File: src/rtl/cvsd_pkg.sv
package cvsd_pkg;

  // Strobes passed from the control half to the datapath half
  typedef struct packed {
    logic update;  // accept the current sample this cycle
    logic bitVal;  // code bit decided for this sample
    logic runHit;  // the last RUN_LEN bits agree
  } cvsdStrobe_t;

  localparam int DEF_SAMPLE_W = 16;
  localparam int DEF_STEP_W   = 15;
  localparam int DEF_FRAC_W   = 15;
  localparam int DEF_BETA_Q   = 28016;
  localparam int DEF_BASE     = 1409;
  localparam int DEF_MIN_STEP = 32;
  localparam int DEF_MAX_STEP = 16384;
  localparam int DEF_RUN_LEN  = 3;

endpackage

File: src/rtl/cvsd_ctrl.sv
module cvsd_ctrl
  import cvsd_pkg::*;
#(
  parameter int RUN_LEN = DEF_RUN_LEN
) (
  input  logic        clk,
  input  logic        rst,
  input  logic        inValid,
  input  logic        cmpBit,
  output cvsdStrobe_t strobe,
  output logic        outValid,
  output logic        outBit
);

  localparam int HIST_W = RUN_LEN - 1;
  localparam int FILL_W = $clog2(RUN_LEN);
  localparam logic [FILL_W-1:0] FILL_FULL = FILL_W'(HIST_W);

  logic [HIST_W-1:0] histQ;      // histQ[0] is the most recent earlier bit
  logic [FILL_W-1:0] fillQ;      // earlier bits seen since reset, capped
  logic [HIST_W-1:0] matchVec;
  logic              fillFull;

  // Each earlier bit must agree with the newly decided one
  generate
    for (genvar i = 0; i < HIST_W; i++) begin : g_match
      assign matchVec[i] = (histQ[i] == cmpBit);
    end
  endgenerate

  assign fillFull = (fillQ == FILL_FULL);

  always_comb begin
    strobe.update = inValid;
    strobe.bitVal = cmpBit;
    strobe.runHit = inValid && fillFull && (&matchVec);
  end

  generate
    if (HIST_W > 1) begin : g_shift_multi
      always_ff @(posedge clk) begin
        if (rst) begin
          histQ <= '0;
        end else if (inValid) begin
          histQ <= {histQ[HIST_W-2:0], cmpBit};
        end
      end
    end else begin : g_shift_single
      always_ff @(posedge clk) begin
        if (rst) begin
          histQ <= '0;
        end else if (inValid) begin
          histQ <= cmpBit;
        end
      end
    end
  endgenerate

  always_ff @(posedge clk) begin
    if (rst) begin
      fillQ    <= '0;
      outValid <= 1'b0;
      outBit   <= 1'b0;
    end else begin
      outValid <= inValid;
      if (inValid) begin
        outBit <= cmpBit;
        if (!fillFull) fillQ <= fillQ + FILL_W'(1);
      end
    end
  end

  AST_OUT_LATENCY: assert property (@(posedge clk) disable iff (rst)
    inValid |=> outValid);

  AST_IDLE_QUIET: assert property (@(posedge clk) disable iff (rst)
    !inValid |=> (!outValid && $stable(outBit) && $stable(histQ)));

  AST_FILL_LIMIT: assert property (@(posedge clk) disable iff (rst)
    fillQ <= FILL_FULL);

  AST_RUN_NEEDS_FILL: assert property (@(posedge clk) disable iff (rst)
    strobe.runHit |-> fillFull);

endmodule

File: src/rtl/cvsd_datapath.sv
module cvsd_datapath
  import cvsd_pkg::*;
#(
  parameter int SAMPLE_W = DEF_SAMPLE_W,
  parameter int STEP_W   = DEF_STEP_W,
  parameter int FRAC_W   = DEF_FRAC_W,
  parameter int BETA_Q   = DEF_BETA_Q,
  parameter int BASE     = DEF_BASE,
  parameter int MIN_STEP = DEF_MIN_STEP,
  parameter int MAX_STEP = DEF_MAX_STEP
) (
  input  logic                       clk,
  input  logic                       rst,
  input  logic signed [SAMPLE_W-1:0] sampleIn,
  input  cvsdStrobe_t                strobe,
  output logic                       cmpBit
);

  localparam int PROD_W = STEP_W + FRAC_W + 1;
  localparam int CAND_W = STEP_W + 1;
  localparam int SUM_W  = SAMPLE_W + 2;

  localparam logic [PROD_W-1:0] BETA_P = PROD_W'(BETA_Q);
  localparam logic [CAND_W-1:0] BASE_C = CAND_W'(BASE);
  localparam logic [CAND_W-1:0] MIN_C  = CAND_W'(MIN_STEP);
  localparam logic [CAND_W-1:0] MAX_C  = CAND_W'(MAX_STEP);
  localparam logic [STEP_W-1:0] MIN_S  = STEP_W'(MIN_STEP);
  localparam logic [STEP_W-1:0] MAX_S  = STEP_W'(MAX_STEP);
  localparam logic [STEP_W-1:0] INIT_S = STEP_W'(BASE);
  localparam logic signed [SUM_W-1:0] POS_LIM = SUM_W'((1 << (SAMPLE_W - 1)) - 1);
  localparam logic signed [SUM_W-1:0] NEG_LIM = ~POS_LIM;

  logic        [STEP_W-1:0]   stepQ;
  logic signed [SAMPLE_W-1:0] predQ;

  logic        [PROD_W-1:0]   prod;
  logic        [CAND_W-1:0]   decayed;
  logic        [CAND_W-1:0]   cand;
  logic        [STEP_W-1:0]   stepNext;
  logic signed [SUM_W-1:0]    predExt;
  logic signed [SUM_W-1:0]    stepExt;
  logic signed [SUM_W-1:0]    sum;
  logic signed [SAMPLE_W-1:0] predNext;

  // Comparator: decide the code bit against the held prediction
  assign cmpBit = (sampleIn >= predQ);

  // Step adapter: fixed decay, boost on a run, clamp both ways
  always_comb begin
    prod    = PROD_W'(stepQ) * BETA_P;
    decayed = prod[FRAC_W +: CAND_W];
    cand    = decayed + (strobe.runHit ? BASE_C : '0);
    if (cand < MIN_C) begin
      stepNext = MIN_S;
    end else if (cand > MAX_C) begin
      stepNext = MAX_S;
    end else begin
      stepNext = cand[STEP_W-1:0];
    end
  end

  // Integrator: move by the new step and saturate at the rails
  always_comb begin
    predExt = SUM_W'(predQ);
    stepExt = $signed({{(SUM_W - STEP_W){1'b0}}, stepNext});
    sum     = strobe.bitVal ? (predExt + stepExt) : (predExt - stepExt);
    if (sum > POS_LIM) begin
      predNext = POS_LIM[SAMPLE_W-1:0];
    end else if (sum < NEG_LIM) begin
      predNext = NEG_LIM[SAMPLE_W-1:0];
    end else begin
      predNext = sum[SAMPLE_W-1:0];
    end
  end

  always_ff @(posedge clk) begin
    if (rst) begin
      stepQ <= INIT_S;
      predQ <= '0;
    end else if (strobe.update) begin
      stepQ <= stepNext;
      predQ <= predNext;
    end
  end

  AST_STEP_BOUNDS: assert property (@(posedge clk) disable iff (rst)
    (stepQ >= MIN_S) && (stepQ <= MAX_S));

  AST_IDLE_HOLD: assert property (@(posedge clk) disable iff (rst)
    !strobe.update |=> ($stable(stepQ) && $stable(predQ)));

  AST_RISE_NO_WRAP: assert property (@(posedge clk) disable iff (rst)
    (strobe.update && strobe.bitVal) |=> (predQ >= $past(predQ)));

  AST_FALL_NO_WRAP: assert property (@(posedge clk) disable iff (rst)
    (strobe.update && !strobe.bitVal) |=> (predQ <= $past(predQ)));

  AST_RUN_GROWS: assert property (@(posedge clk) disable iff (rst)
    (strobe.update && strobe.runHit && (stepQ <= INIT_S)) |=> (stepQ > $past(stepQ)));

endmodule

File: src/rtl/cvsd_encoder.sv
module cvsd_encoder
  import cvsd_pkg::*;
#(
  parameter int SAMPLE_W = DEF_SAMPLE_W,
  parameter int STEP_W   = DEF_STEP_W,
  parameter int FRAC_W   = DEF_FRAC_W,
  parameter int BETA_Q   = DEF_BETA_Q,
  parameter int BASE     = DEF_BASE,
  parameter int MIN_STEP = DEF_MIN_STEP,
  parameter int MAX_STEP = DEF_MAX_STEP,
  parameter int RUN_LEN  = DEF_RUN_LEN
) (
  input  logic                       clk,
  input  logic                       rst,
  input  logic                       inValid,
  input  logic signed [SAMPLE_W-1:0] sampleIn,
  output logic                       outValid,
  output logic                       outBit
);

  cvsdStrobe_t strobe;
  logic        cmpBit;

  cvsd_ctrl #(
    .RUN_LEN (RUN_LEN)
  ) u_ctrl (
    .clk      (clk),
    .rst      (rst),
    .inValid  (inValid),
    .cmpBit   (cmpBit),
    .strobe   (strobe),
    .outValid (outValid),
    .outBit   (outBit)
  );

  cvsd_datapath #(
    .SAMPLE_W (SAMPLE_W),
    .STEP_W   (STEP_W),
    .FRAC_W   (FRAC_W),
    .BETA_Q   (BETA_Q),
    .BASE     (BASE),
    .MIN_STEP (MIN_STEP),
    .MAX_STEP (MAX_STEP)
  ) u_datapath (
    .clk      (clk),
    .rst      (rst),
    .sampleIn (sampleIn),
    .strobe   (strobe),
    .cmpBit   (cmpBit)
  );

  AST_RESET_CLEAR: assert property (@(posedge clk)
    rst |=> (!outValid && !outBit));

endmodule

File: config.mk
export PLATFORM = sky130hd
export DESIGN_NAME = cvsd_encoder
export DESIGN_NICKNAME = d
export VERILOG_FILES = /design/src/rtl/cvsd_pkg.sv /design/src/rtl/cvsd_ctrl.sv /design/src/rtl/cvsd_datapath.sv /design/src/rtl/cvsd_encoder.sv
export SDC_FILE = /design/constraint.sdc
export NUM_CORES = 1
export LEC_CHECK = 0
export ABC_AREA = 0
export BUFFER_PORTS_ARGS = -buffer_cell sky130_fd_sc_hd__buf_2
export CAP_MARGIN = 20
export CORE_UTILIZATION = 55
export CTS_CLUSTER_SIZE = 25
export DETAILED_ROUTE_END_ITERATION = 7
export PLACE_DENSITY = 0.72
export SETUP_SLACK_MARGIN = 0.02
export SLEW_MARGIN = 10
export SYNTH_ARGS = -nofsm -noshare
export SYNTH_HDL_FRONTEND = slang
export SYNTH_SLANG_ARGS = --single-unit
File: constraint.sdc
create_clock -name clk -period 14.4 [get_ports clk]
set_clock_uncertainty 0.1 [all_clocks]
set_input_delay 0.72 -clock clk [delete_from_list [all_inputs] [get_ports clk]]
set_output_delay 0.72 -clock clk [all_outputs]
set_load 0.05 [all_outputs]
==> impl_metrics.csv <==
group,metric,value,unit
outcome,status,"finished clean",
timing,slew_headroom,36.94,%
detailed_routing,wirelength,16520,um
cts,post_cts_buffers,0,
placement,dp_hpwl,13930,um
worst_setup_path,cp_max_fo,10,
cts,cts_buffers,5,
floorplan,ios,21,
worst_setup_path,critPathCaptureType,"flop",
floorplan,core_area,0.01277,mm^2
global_routing,busiest_layer,"met2",
cts,h-tree-depth,2,
cts,clk_path_buf_depth,2,
timing,holdWs,409.1,ps
worst_setup_path,arrival,12580,ps
detailed_routing,drt_iter0_drc,475,
floorplan,die_area,0.01375,mm^2
worst_setup_path,crit_path_max_incr_delay,630,ps
cells_and_area,diodes,0,
floorplan,die_w,117.3,um
logic_synthesis,synth_edf_count,0,
timing,tightest_slew,945.9,ps
worst_setup_path,startpoint_type,"flop",
cts,cts_num_sinks,36,
detailed_routing,viasPerCell,5.671,
cells_and_area,finalNetCount,1089,
floorplan,die_y,117.3,um
logic_synthesis,synth.avg_cell_area,8.420,um^2
timing,max_freq,79.61,MHz
logic_synthesis,yosys_register_bits,36,
logic_synthesis,netlist-cell-type-count,67,
logic_synthesis,synth.yosys.warnings,0,
timing,final.setup.tns,0,ps
cells_and_area,regArea,720.7,um^2
logic_synthesis,synth_top_area_share,21.57,%
global_routing,grt_use_met2,43.73,%
logic_synthesis,synth_area_leader_cell,"ha_1",
timing,finalSetupViolations,0,
min_path,hp-class,"reg2reg",
detailed_routing,wire_per_inst,15.77,um
cells_and_area,multiInputGateArea,0.005849,mm^2
cells_and_area,syn2layout_area_growth,5.307,%
logic_synthesis,syn_inst,868,
global_routing,first_global_vias,5752,
cells_and_area,num-fill-cells,1171,
logic_synthesis,ys_async_sr_fraction,0,%
global_routing,grt-ovfl-total,0,
logic_synthesis,syn_nets,1081,
placement,port_buffers,20,
logic_synthesis,synth_ff_type,"dfxtp_1",
timing,drv_slew,0,
timing,fin_crit_sh,87.23,%
detailed_routing,drc_errors,0,
cts,cts-root-buf,"clkbuf_16",
cts,clock_latency,280,ps
worst_setup_path,required,14420,ps
detailed_routing,firstDrtPassIters,7,
global_routing,grt_max_degree,45,
logic_synthesis,ys_seq_area_share,9.861,%
global_routing,grt_pass1_wl,28210,um
floorplan,rows,41,
timing,rsz0062_at_grt,"false",
placement,routabilityCongestion,0.8942,
global_routing,grtUsageMet3,1.442,%
worst_setup_path,r2r_cells,44,
global_routing,antenna_found_initial,0,
global_routing,use_met1,38.38,%
timing,final_hold_viol_count,0,
timing,layout_min_cycle_time,12560,ps
detailed_routing,vias,5943,
cts,holdBufCountCts,0,
detailed_routing,drtAntennaViolNets,0,
worst_setup_path,critical_path_class,"reg2reg",
min_path,holdPathStages,2,
logic_synthesis,synth_area,0.007308,mm^2
logic_synthesis,synth_area_leaders,"ha_1 (22%), fa_1 (19%), dfxtp_1 (9.9%), inv_1 (8.7%), xnor2_1 (4.0%)",
job,max_cap_viol_count,0,
worst_setup_path,crit_slowest_cell,"xor2_1",
global_routing,grt_usage,26.43,%
floorplan,start_util,57.21,%
cts,cts-resized-gates,0,
cts,clk_pin_slew,60,ps
cts,cts_tree,"yes",
cells_and_area,layout-drive-gt1-share,4.566,%
-- metrics by stage --
stage,setup WS (ps),utilization (%),instances,instance area [um^2]
after floorplan,3045,-,868,7308
after global placement,2065,59.05,1039,7542
after detailed placement,1952,59.10,1040,7550
after CTS,1926,60.15,1047,7684
after global routing,1066,60.25,1048,7696
final,1840,60.25,1048,7696
-- cell type report --
class                      instances  area share [%]
clock buffer                       6           1.675
clock inverter                     1         0.06503
inverter                         171           8.340
multi-input combinational        638           76.00
sequential                        36           9.364
tap                              172           2.796
timing repair buffer              24           1.756
-- kinds of logic (layout without fill, tap and decap cells) --
kind of cell / count (synthesis) / count (layout) / share of synthesized area, %
flops: 36 / 36 / 9.861
simple gates: 200 / 200 / 14.04
buf+inv: 194 / 202 / 10.10
fa+ha+maj: 209 / 209 / 42.25
mux: 8 / 8 / 1.096
xor+xnor: 50 / 50 / 6.180
compound gates: 171 / 171 / 16.47
-- cells in the final DEF, fill, tap and decap left out, types with 7 or more instances in the layout --
cell type / n
a211oi_1: 20
a21o_1: 17
a21oi_1: 39
and3_1: 10
buf_2: 20
dfxtp_1: 36
fa_1: 68
ha_1: 126
inv_1: 170
maj3_1: 15
mux2i_1: 8
nand2_1: 41
nand2b_1: 8
nand3_1: 15
nand4_1: 9
nor2_1: 55
nor2b_1: 12
nor3_1: 15
o211ai_1: 9
o21a_1: 10
o21ai_0: 25
o31ai_1: 9
or3_1: 7
xnor2_1: 33
xor2_1: 16
-- worst paths after layout --
path         slack, ps                   to                start
max               1840  u_datapath.predQ[5]  u_datapath.stepQ[5]
min                410      u_ctrl.fillQ[1]      u_ctrl.fillQ[1]
max reg2reg       1840  u_datapath.predQ[5]  u_datapath.stepQ[5]
min reg2reg        410      u_ctrl.fillQ[1]      u_ctrl.fillQ[1]
-- worst max-delay path, delay by kind of cell (launching register included) --
kind,cells,cell delay [ps]
buffers and inverters,4,440
DFF,1,510
adders and majority gates,10,4050
and+or+nand+nor,7,2120
xor gates and xnor gates,3,900
AOI/OAI and AO/OA,20,4280
-- per-layer routing --
| metal | up-vias | part of all wire [%] |
|---|---|---|
| met4 | 0 | 1.5 |
| met1 | 2810 | 48 |
| met3 | 20 | 3.6 |
| met5 | - | 0 |
| met2 | 138 | 47 |
| li1 | 2975 | - |
-- synth_stat cells (all sizes together) (2+ instances only) --
cell,instances
xor2,16
or3,7
o22ai,2
a21o,17
nand4b,3
nand3,15
a21oi,39
or4,4
nand2b,8
a211o,4
nand4,9
inv,170
o21bai,2
o2111a,2
and2,3
or2,3
nor3,16
a21boi,6
ha,126
o21ai,25
o31ai,9
maj3,15
o21a,10
fa,68
dfxtp,36
a211oi,21
o311a,2
and4,4
nor3b,3
o211ai,9
nor2b,12
nor2,55
buf,3
o2111ai,5
o211a,2
clkbuf,20
o311ai,3
nand3b,2
nor4,3
xnor2,33
nand2,41
mux2i,8
o22a,3
and3,10
-- registers in the layout (all words and copies together), names as in the netlist --
signal and count:
u_datapath.predQ 16, u_ctrl.fillQ 2, u_datapath.stepQ 15, u_ctrl.outValid 1, u_ctrl.histQ 2
Power is left out: the tool's default activity adds up to more than one toggle a clock period on the data nets, which glitch-free logic cannot reach.
